`src/rtl/dqs_framer_pkg.sv`:
```
package dqs_framer_pkg;
  typedef enum logic [2:0] {
    ST_IDLE = 3'd0,
    ST_PRE  = 3'd1,
    ST_DATA = 3'd2,
    ST_CRC  = 3'd3,
    ST_IAMB = 3'd4,
    ST_POST = 3'd5
  } framer_state_e;
endpackage

```
`src/rtl/dqs_gap_meter.sv`:
```
// Detects the launch of a write and measures the preceding idle time.
module dqs_gap_meter #(
  parameter int GW = 4
) (
  input  logic          clk_i,
  input  logic          rst_i,
  input  logic          wr_en_i,
  output logic          rise_o,
  output logic [GW-1:0] gap_o
);
  logic          wr_q;
  logic [GW-1:0] cnt_q;
  logic [GW-1:0] gap_q;

  assign rise_o = wr_en_i & ~wr_q;
  assign gap_o  = gap_q;

  always_ff @(posedge clk_i) begin
    if (rst_i) begin
      wr_q  <= 1'b0;
      cnt_q <= '0;
      gap_q <= '0;
    end else begin
      wr_q <= wr_en_i;
      if (wr_en_i) cnt_q <= '0;
      else if (cnt_q != '1) cnt_q <= cnt_q + GW'(1);
      if (rise_o) gap_q <= cnt_q;
    end
  end
endmodule

```
`src/rtl/dqs_pre_timer.sv`:
```
// Counts from the launch of a write to its preamble and data start.
module dqs_pre_timer #(
  parameter int LAT = 6,
  parameter int PRE = 3,
  parameter int CW  = 3
) (
  input  logic clk_i,
  input  logic rst_i,
  input  logic rise_i,
  output logic pend_o,
  output logic pre_go_o,
  output logic data_go_o
);
  logic [CW-1:0] cnt_q;
  logic          act_q;

  assign pend_o    = act_q;
  assign pre_go_o  = act_q && (cnt_q == CW'(LAT - PRE));
  assign data_go_o = act_q && (cnt_q == CW'(LAT));

  always_ff @(posedge clk_i) begin
    if (rst_i) begin
      act_q <= 1'b0;
      cnt_q <= '0;
    end else if (rise_i) begin
      act_q <= 1'b1;
      cnt_q <= CW'(1);
    end else if (data_go_o) begin
      act_q <= 1'b0;
      cnt_q <= '0;
    end else if (act_q) begin
      cnt_q <= cnt_q + CW'(1);
    end
  end


  launch_spacing_chk: assert property (@(posedge clk_i) disable iff (rst_i)
    rise_i |-> (!act_q || data_go_o));
endmodule

```
`src/rtl/dqs_frame_fsm.sv`:
```
// Sequences preamble, data, CRC, interamble and postamble and shifts the strobe.
module dqs_frame_fsm
  import dqs_framer_pkg::*;
#(
  parameter int PRE    = 3,
  parameter int POST   = 2,
  parameter int IA_N   = 4,
  parameter int B_LONG = 8,
  parameter int B_SHRT = 4,
  parameter int CRC_N  = 1,
  parameter int GW     = 4,
  parameter int SW     = 8
) (
  input  logic            clk_i,
  input  logic            rst_i,
  input  logic            bl16_i,
  input  logic            crc_en_i,
  input  logic [2*PRE-1:0]  pre_pat_i,
  input  logic [2*POST-1:0] post_pat_i,
  input  logic [SW-1:0]   ia_pat_i,
  input  logic [GW-1:0]   gap_i,
  input  logic            pend_i,
  input  logic            pre_go_i,
  input  logic            data_go_i,
  output logic [1:0]      strobe_o,
  output logic            data_o,
  output logic            crc_o,
  output logic [2:0]      state_o,
  output logic            done_o
);
  localparam int DMAX = (B_LONG > CRC_N) ? B_LONG : CRC_N;
  localparam int DW   = $clog2(DMAX + 1);
  localparam int AW   = $clog2(IA_N + 1);
  localparam logic [SW-1:0] DATA_IMG = {2'b10, {(SW-2){1'b0}}};

  framer_state_e state_q, state_d;
  logic [DW-1:0] dcnt_q, dcnt_d;
  logic [AW-1:0] amb_q, amb_d;
  logic [SW-1:0] sh_q, sh_d;
  logic          done_q, done_d;

  logic [DW-1:0] blen;
  logic [GW-1:0] crc_g, k;
  logic          use_ia, fin;
  logic [SW-1:0] pre_img, post_img, ia_img;
  int            ia_shift;

  always_comb begin
    blen     = bl16_i ? DW'(B_LONG) : DW'(B_SHRT);
    crc_g    = crc_en_i ? GW'(CRC_N) : '0;
    k        = gap_i - crc_g;
    use_ia   = pend_i && (k != '0) && (k < GW'(PRE + POST));
    pre_img  = SW'(pre_pat_i) << (SW - 2*PRE);
    post_img = SW'(post_pat_i) << (SW - 2*POST);
    ia_shift = use_ia ? 2*(IA_N - int'(k)) : 0;
    ia_img   = ia_pat_i << ia_shift;
  end

  always_comb begin
    state_d = state_q;
    dcnt_d  = dcnt_q;
    amb_d   = amb_q;
    sh_d    = {sh_q[SW-3:0], 2'b00};
    done_d  = 1'b0;
    fin     = 1'b0;
    case (state_q)
      ST_IDLE: if (pre_go_i) begin
        state_d = ST_PRE;
        sh_d    = pre_img;
      end
      ST_PRE: if (data_go_i) begin
        state_d = ST_DATA;
        dcnt_d  = DW'(1);
        sh_d    = DATA_IMG;
      end
      ST_DATA: begin
        sh_d = DATA_IMG;
        if (dcnt_q == blen) begin
          if (crc_en_i) begin
            state_d = ST_CRC;
            dcnt_d  = DW'(1);
          end else begin
            fin = 1'b1;
          end
        end else begin
          dcnt_d = dcnt_q + DW'(1);
        end
      end
      ST_CRC: begin
        sh_d = DATA_IMG;
        if (dcnt_q == DW'(CRC_N)) fin = 1'b1;
        else dcnt_d = dcnt_q + DW'(1);
      end
      ST_IAMB: begin
        amb_d = amb_q - AW'(1);
        if (data_go_i) begin
          state_d = ST_DATA;
          dcnt_d  = DW'(1);
          sh_d    = DATA_IMG;
        end
      end
      ST_POST: begin
        amb_d = amb_q - AW'(1);
        if (amb_q == AW'(1)) begin
          if (pre_go_i) begin
            state_d = ST_PRE;
            sh_d    = pre_img;
          end else begin
            state_d = ST_IDLE;
            sh_d    = '0;
          end
        end
      end
      default: begin
        state_d = ST_IDLE;
        sh_d    = '0;
      end
    endcase
    if (fin) begin
      done_d = 1'b1;
      if (data_go_i) begin
        state_d = ST_DATA;
        dcnt_d  = DW'(1);
        sh_d    = DATA_IMG;
      end else if (use_ia) begin
        state_d = ST_IAMB;
        amb_d   = k[AW-1:0];
        sh_d    = ia_img;
      end else begin
        state_d = ST_POST;
        amb_d   = AW'(POST);
        sh_d    = post_img;
      end
    end
  end

  always_ff @(posedge clk_i) begin
    if (rst_i) begin
      state_q <= ST_IDLE;
      dcnt_q  <= '0;
      amb_q   <= '0;
      sh_q    <= '0;
      done_q  <= 1'b0;
    end else begin
      state_q <= state_d;
      dcnt_q  <= dcnt_d;
      amb_q   <= amb_d;
      sh_q    <= sh_d;
      done_q  <= done_d;
    end
  end

  assign strobe_o = sh_q[SW-1 -: 2];
  assign data_o   = (state_q == ST_DATA);
  assign crc_o    = (state_q == ST_CRC);
  assign state_o  = state_q;
  assign done_o   = done_q;


  data_entry_chk: assert property (@(posedge clk_i) disable iff (rst_i)
    $rose(state_q == ST_DATA) |-> $past(data_go_i));

  pre_entry_chk: assert property (@(posedge clk_i) disable iff (rst_i)
    $rose(state_q == ST_PRE) |-> $past(pre_go_i));

  crc_gate_chk: assert property (@(posedge clk_i) disable iff (rst_i)
    (state_q == ST_CRC) |-> crc_en_i);

  ia_exit_chk: assert property (@(posedge clk_i) disable iff (rst_i)
    (state_q == ST_IAMB) |-> (data_go_i == (amb_q == AW'(1))));

  post_len_chk: assert property (@(posedge clk_i) disable iff (rst_i)
    (state_q == ST_POST) |-> (amb_q != '0 && amb_q <= AW'(POST)));

  done_single_chk: assert property (@(posedge clk_i) disable iff (rst_i)
    done_q |=> !done_q);
endmodule

```
`src/rtl/dqs_write_framer.sv`:
```
module dqs_write_framer #(
  parameter int LAT_CLKS   = 6,
  parameter int PRE_CLKS   = 3,
  parameter int POST_CLKS  = 2,
  parameter int BL_LONG    = 16,
  parameter int BL_SHORT   = 8,
  parameter int BEATS_CLK  = 2,
  parameter int CRC_CLKS   = 1,
  localparam int IA_N      = PRE_CLKS + POST_CLKS - 1,
  localparam int SW        = 2 * IA_N
) (
  input  logic                   clk_i,
  input  logic                   rst_i,
  input  logic                   wr_en_i,
  input  logic                   bl16_i,
  input  logic                   crc_en_i,
  input  logic [2*PRE_CLKS-1:0]  pre_pat_i,
  input  logic [2*POST_CLKS-1:0] post_pat_i,
  input  logic [SW-1:0]          ia_pat_i,
  output logic [1:0]             strobe_o,
  output logic                   data_o,
  output logic                   crc_o,
  output logic [2:0]             state_o,
  output logic                   done_o
);
  localparam int B_LONG = BL_LONG / BEATS_CLK;
  localparam int B_SHRT = BL_SHORT / BEATS_CLK;
  localparam int CW     = $clog2(LAT_CLKS + 1);
  localparam int GW     = $clog2(PRE_CLKS + POST_CLKS + CRC_CLKS + 1) + 1;

  logic          rise;
  logic [GW-1:0] gap;
  logic          pend, pre_go, data_go;

  dqs_gap_meter #(.GW(GW)) u_gap (
    .clk_i   (clk_i),
    .rst_i   (rst_i),
    .wr_en_i (wr_en_i),
    .rise_o  (rise),
    .gap_o   (gap)
  );

  dqs_pre_timer #(.LAT(LAT_CLKS), .PRE(PRE_CLKS), .CW(CW)) u_timer (
    .clk_i     (clk_i),
    .rst_i     (rst_i),
    .rise_i    (rise),
    .pend_o    (pend),
    .pre_go_o  (pre_go),
    .data_go_o (data_go)
  );

  dqs_frame_fsm #(
    .PRE(PRE_CLKS), .POST(POST_CLKS), .IA_N(IA_N), .B_LONG(B_LONG),
    .B_SHRT(B_SHRT), .CRC_N(CRC_CLKS), .GW(GW), .SW(SW)
  ) u_fsm (
    .clk_i      (clk_i),
    .rst_i      (rst_i),
    .bl16_i     (bl16_i),
    .crc_en_i   (crc_en_i),
    .pre_pat_i  (pre_pat_i),
    .post_pat_i (post_pat_i),
    .ia_pat_i   (ia_pat_i),
    .gap_i      (gap),
    .pend_i     (pend),
    .pre_go_i   (pre_go),
    .data_go_i  (data_go),
    .strobe_o   (strobe_o),
    .data_o     (data_o),
    .crc_o      (crc_o),
    .state_o    (state_o),
    .done_o     (done_o)
  );
endmodule

```
`config.mk`:
```
export PLATFORM = sky130hd
export DESIGN_NAME = dqs_write_framer
export DESIGN_NICKNAME = d
export VERILOG_FILES = /design/src/rtl/dqs_framer_pkg.sv /design/src/rtl/dqs_gap_meter.sv /design/src/rtl/dqs_pre_timer.sv /design/src/rtl/dqs_frame_fsm.sv /design/src/rtl/dqs_write_framer.sv
export SDC_FILE = /design/constraint.sdc
export NUM_CORES = 1
export LEC_CHECK = 0
export BUFFER_PORTS_ARGS = -buffer_cell sky130_fd_sc_hd__buf_4
export CORE_MARGIN = 5
export CORE_UTILIZATION = 36
export CTS_CLUSTER_DIAMETER = 40
export DETAILED_ROUTE_END_ITERATION = 12
export PLACE_DENSITY_LB_ADDON = 0.12
export SLEW_MARGIN = 20
export SYNTH_ARGS = -nofsm -noshare
export SYNTH_HDL_FRONTEND = slang
export SYNTH_SLANG_ARGS = --single-unit
```
`constraint.sdc`:
```
create_clock -name clk_i -period 3.7 [get_ports clk_i]
set_clock_uncertainty 0.1 [all_clocks]
set_input_delay 0.74 -clock clk_i [delete_from_list [all_inputs] [get_ports clk_i]]
set_output_delay 0.74 -clock clk_i [all_outputs]
set_load 0.02 [all_outputs]
```
# ---- Word level (Yosys, flattened, before mapping)
# Index checks and enable logic that the tools add are counted.
dict set report classes {
  bitwise_logic 2
  div 0
  muxes 42
  reduce_logical 14
  eq_ne 17
  multipliers 0
  order_cmp 1
  shifts 1
  add_sub_neg 6
}
# op n
set op_table {}
lappend op_table {{$mux W8} 7}
lappend op_table {{$mux W3} 11}
lappend op_table {{$mux W32} 1}
lappend op_table {{$pmux W8 S4} 1}
lappend op_table {{$shl A8 B32 Y8} 1}
lappend op_table {{$mux W4} 7}
lappend op_table {{$pmux W3 S5} 1}
lappend op_table {{$mux W1} 12}
lappend op_table {{$pmux W4 S3} 1}
lappend op_table {{$eq A3 B2 Y1 const B} 3}
lappend op_table {{$eq A3 B3 Y1 const B} 3}
lappend op_table {{$ne A3 B1 Y1 const B} 3}
lappend op_table {{$add A4 B1 Y4 const B} 2}
lappend op_table {{$reduce_or A2 Y1} 4}
lappend op_table {{$eq A3 B1 Y1 const B} 2}
lappend op_table {{$ne A3 B2 Y1 const B} 2}
lappend op_table {{$reduce_and A6 Y1} 1}
lappend op_table {{$sub A3 B4 Y5 const A} 1}
lappend op_table {{$eq A4 B1 Y1 const B} 1}
lappend op_table {{$eq A4 B4 Y1} 1}
lappend op_table {{$logic_and A1 B1 Y1} 4}
lappend op_table {{$lt A4 B3 Y1 const B} 1}
lappend op_table {{$ne A4 B4 Y1 const B} 1}
lappend op_table {{$reduce_bool A4 Y1} 1}
lappend op_table {{11 further kinds} 11}
dict set report word_totals {
  in_bits 23
  ff_bits 32
  word_cells 94
  mem_bits_ro 0
  latch_bits 0
  ram_bits 0
  out_inout_bits 8
  memories 0
}

# ---- Logic depth before layout (Yosys ltp)
dict set report depth {
  ltp_word 10
  mapped_depth 10
  ltp_nobuf 10
}

# ---- Cells and area by module
# Synthesis repeated with hierarchy kept, for this count alone.
dict set report unflattened {
  cells_unflattened 265
  area_unflattened_um2 2279.7
}
# mod seq_area_each_um2 instances cells_each area_each_um2
set by_module_without_submodules {}
lappend by_module_without_submodules {dqs_frame_fsm 380.4 1 207 1707.9}
lappend by_module_without_submodules {dqs_gap_meter 180.2 1 34 354.1}
lappend by_module_without_submodules {dqs_pre_timer 80.1 1 24 217.7}

# ---- Worst setup path before layout
# No wires, ideal clock.
dict set report synth_path {
  path_kind {input-to-reg}
  startpoint {input crc_en_i}
  endpoint {register u_fsm.sh_q[6]}
  slack_ps 712
  path_buffers 0
  arrival_time_ps 2755
  required_time_ps 3467
  stages 8
  setup_time_ps 133
  path_cell_list {ha_1 ha_1 xor2_1 mux2i_1 nand4b_2 mux2_2 a222oi_1 a31oi_1}
}
dict set report synth_via {
  elab_chain_len 10
  elab_cells_between_ends 15
  classes_between {add/sub (2); order compare (1); shift (1); mux (8); reduce/logical (3)}
}
# element line
set synth_rtl {}
lappend synth_rtl {{start, declared} dqs_write_framer.sv:16} ;# input logic crc_en_i,
lappend synth_rtl {{branches (longest 9 deep; another with $sub A4 B4 Y4)} --}
lappend synth_rtl {{$mux W8 *} dqs_frame_fsm.sv:119} ;# if (fin) begin
lappend synth_rtl {{end signal, assigned} dqs_frame_fsm.sv:142} ;# sh_q <= '0;
lappend synth_rtl {{end signal, assigned} dqs_frame_fsm.sv:148} ;# sh_q <= sh_d;
lappend synth_rtl {{end, declared} dqs_frame_fsm.sv:39} ;# logic [SW-1:0] sh_q, sh_d;
# Every way passes the cells marked *.
# A chain may end at the register's enable or synchronous reset.

# ---- Final worst setup path
# Ends and elaborated chain as after synthesis.

==> Flow_metrics.wiki <==
{| class="wikitable"
! Metric !! Value
|-
| Wire length of the first global-routing pass || 8690 um
|-
| Avg Vias per Cell || 5.40
|-
| Die area || 0.00729 mm2
|-
| Antenna violations before repair || 0
|-
| Cell count after synthesis || 252
|-
| Setup TNS || 0 ps
|-
| Switching fraction of total power || 25.1%
|-
| Number of hold violations in the final report || 0
|-
| Number of synthesized flops with an enable pin || 0
|-
| Power per standard cell area || 303 mW/mm2
|-
| Part of the Yosys area used for sequential elements || 31.3%
|-
| Filler cell count || 584
|-
| Die height || 85.4 um
|-
| Sum of routed wire length over all layers || 5090 um
|-
| H-Tree Depth || 2
|-
| # IOs || 31
|-
| Total half-perimeter wirelength after legalization and detailed placement || 3780 um
|-
| Most frequent cells after synthesis || sky130_fd_sc_hd__dfxtp_1 (32), sky130_fd_sc_hd__a21oi_1 (25), sky130_fd_sc_hd__nand2_1 (19), sky130_fd_sc_hd__nor2_1 (19), sky130_fd_sc_hd__inv_1 (15)
|-
| Post-route fraction of the period consumed by the critical path || 82.9%
|-
| Post-synthesis cell area || 0.00205 mm2
|-
| CP Launch Type || input pin
|-
| Final critical delay including setup and external delays || 3070 ps
|-
| Count of unique library cells instantiated by Yosys || 50
|-
| Maximum VDD drop || 0.000185 V
|-
| Hold Path Class || flip-flop to flip-flop
|-
| Std cell rows || 27
|-
| Maximum clock frequency || 0.326 GHz
|-
| Most frequent cell after synthesis || sky130_fd_sc_hd__dfxtp_1
|-
| Insertion delay to the later sink of the worst-skew pair || 280 ps
|-
| Post-CTS sizing || 0
|-
| Final setup violation count || 0
|-
| Synth area leader || sky130_fd_sc_hd__dfxtp_1
|-
| Critical path endpoint category || flip-flop
|-
| Internal power || 0.544 mW
|-
| Count of port buffers added during placement || 30
|-
| Max Fanout on Critical Path || 8
|-
| Endpoint required time on the critical path || 3760 ps
|-
| Number of global-route vias before repair || 1859
|-
| Count of pins over their slew limit || 0
|-
| Pre-Repair DR Iteration Count || 4
|-
| DIE WIDTH || 85.4 um
|-
| Post-route DRC || 0
|-
| Maximum number of pins on one net before global-route repair || 28
|-
| Highest cell delay on the worst timing path || 390 ps
|-
| Main flop type after synthesis || sky130_fd_sc_hd__dfxtp_1
|-
| Effective utilization at floorplan || 37.2%
|-
| Critical path's slowest cell || sky130_fd_sc_hd__mux2_2
|-
| Leakage Power || 0.948 nW
|-
| Area of all placed cells without fillers || 0.00240 mm2
|-
| Most common cell type on the critical path || sky130_fd_sc_hd__ha_1
|-
| Unrepaired setup endpoints after global routing || no
|-
| Net count of the mapped netlist || 288
|-
| Transition time at the pin with the least slew margin || 684 ps
|-
| CTS buffer count || 5
|-
| Overall via count from detail_route || 1890
|-
| Total gr overflow || 0
|-
| Worst reg2reg setup slack || 880 ps
|-
| Iteration-0 DRC Markers || 97
|-
| Layout overhead on the synthesized area || 17.2%
|-
| Max-slew headroom at the worst pin || 54.1%
|-
| Worst hold path stage count || 2
|-
| Flop pwr share || 49.3%
|-
| Clock-pin slew of the registers on the worst-case setup and hold paths || 70 ps
|-
| Mean area per synthesized cell || 8.12 um2
|-
| Outcome || completed
|-
| Post-Route Hold Slack || 361 ps
|-
| MaxCap Viol Count || 0
|-
| Overall power of the completed layout || 0.726 mW
|-
| Dpl cell area || 0.00231 mm2
|-
| Residual antenna-violating net count after detailed routing || 0
|-
| Clk root buf || sky130_fd_sc_hd__clkbuf_8
|-
| Worst R2R Path Depth || 10
|-
| Number of synthesis warnings || 0
|-
| Global placement routability congestion || 0.807
|-
| Average wire per cell in the routed design || 14.5 um
|-
| Number of buffers on the longest clock path || 2
|-
| Comb pwr share || 12.4%
|-
| Number of clock sinks || 32
|-
| Net count of the finished layout || 313
|-
| Cell chain of the critical path || buf_4, ha_1, ha_1, ha_1, inv_1, mux2i_1, nand4b_2, mux2_2, a222oi_1, a31oi_1
|-
| Net switching power || 0.182 mW
|-
| CTS tree || built
|-
| Number of buffers added for setup after CTS || 0
|-
| Kind of critical path || input pin to flip-flop
|-
| Total area of multi-input combinational cells || 0.00128 mm2
|-
| Yosys reg bits || 32
|-
| Layout cell share with drive strength beyond 1 || 17.3%
|-
| Placeable core region || 0.00551 mm2
|-
| Pre-CTS setup slack || 376 ps
|-
| Share of Yosys cell area claimed by the top area cell type || 31.3%
|-
| Ant diodes || 0
|-
| Number of hold-repair buffers added at the cts stage || 0
|-
| Synth async-reset ratio || 0%
|-
| Biggest area contributors in the synthesized netlist || sky130_fd_sc_hd__dfxtp_1 (31%), sky130_fd_sc_hd__ha_1 (8.0%), sky130_fd_sc_hd__a21oi_1 (6.1%)
|-
| Sequential Area || 641 um2
|-
| Data arrival, critical path || 3130 ps
|-
| Fraction of power consumed by the clock network || 38.3%
|-
| Combined global-route utilization of all metal layers || 14.6%
|-
| Setup slack of the critical path after layout || 633 ps
|}
[registers in the layout, summed over array words and instances (netlist names)]
name / count
u_fsm.sh_q: 8
u_fsm.dcnt_q: 4
u_gap.cnt_q: 4
u_gap.gap_o: 4
u_fsm.amb_q: 3
u_fsm.state_o: 3
u_timer.cnt_q: 3
u_fsm.done_o: 1
u_gap.wr_q: 1
u_timer.pend_o: 1
[placed cells by master, fill, tap and decap left out, types with 5 or more instances in the layout]
master                     Yosys  routed
sky130_fd_sc_hd__nand4_1       5       5
sky130_fd_sc_hd__nor3_1        8       8
sky130_fd_sc_hd__o21ai_0      11      11
sky130_fd_sc_hd__nor2_1       19      19
sky130_fd_sc_hd__mux2i_1      11      11
sky130_fd_sc_hd__buf_4         2      32
sky130_fd_sc_hd__or3_1         6       6
sky130_fd_sc_hd__nand3_1       9       9
sky130_fd_sc_hd__inv_1        15      15
sky130_fd_sc_hd__a31oi_1       5       5
sky130_fd_sc_hd__clkbuf_8      0       6
sky130_fd_sc_hd__a21oi_1      25      25
sky130_fd_sc_hd__a211oi_1      5       5
sky130_fd_sc_hd__nand2_1      19      19
sky130_fd_sc_hd__dfxtp_1      32      32
sky130_fd_sc_hd__ha_1         13      13
[critical path, delay by kind of cell]
kind,cells,cell delay [ps]
fa+ha+maj,3,820
simple gates,1,320
buf+inv,2,200
compound gates,2,400
mux,2,650
[worst paths after layout]
check / from / endpoint
hold reg to reg: u_gap.gap_o[0]$_SDFFE_PP0P_ / u_gap.gap_o[0]$_SDFFE_PP0P_
setup reg to reg: u_gap.gap_o[0]$_SDFFE_PP0P_ / u_fsm.sh_q[6]$_SDFF_PP0_
hold / removal: u_gap.gap_o[0]$_SDFFE_PP0P_ / u_gap.gap_o[0]$_SDFFE_PP0P_
setup / recovery: crc_en_i / u_fsm.sh_q[6]$_SDFF_PP0_
[through the flow]
stage	utilization, %	std cells
after floorplan	-	252
after global routing	43.6	350
final	43.6	350
after detailed placement	41.9	342
after global placement	41.9	342
after CTS	43.6	350
[layer usage]
layer	vias up	part of all wire (%)	track usage, %
met5	-	0	0
met4	0	1.3	5.47
met3	8	4.9	3.69
met2	40	46	23.1
met1	871	48	19.0
li1	971	-	-
[final cells by class]
cell class,count,share of cell area (%)
Timing Repair Buffer,32,10.0
Clock buffer,8,3.76
Multi-Input combinational cell,191,53.4
Tap cell,72,3.76
Sequential cell,32,26.7
Inverter,15,2.35
[power groups by stage]
stage | Sequential, mW | Combinational [mW] | Clock (mW)
after floorplan | 0.360 | 0.0594 | 0
after global placement | 0.366 | 0.0895 | 0
after detailed placement | 0.366 | 0.0897 | 0
after CTS | 0.358 | 0.0901 | 0.288
after global routing | 0.359 | 0.0992 | 0.306
final | 0.358 | 0.0898 | 0.278
[logic make-up after synthesis]
group	after synthesis	synth area share [%]
xor gates and xnor gates	6	2.57
DFF	32	31.3
and+or+nand+nor	91	23.4
adders and majority gates	13	7.95
buffers and inverters	29	6.05
AOI/OAI and AO/OA	68	21.7
muxes	13	7.03
Power figures use the tool's default switching activity.
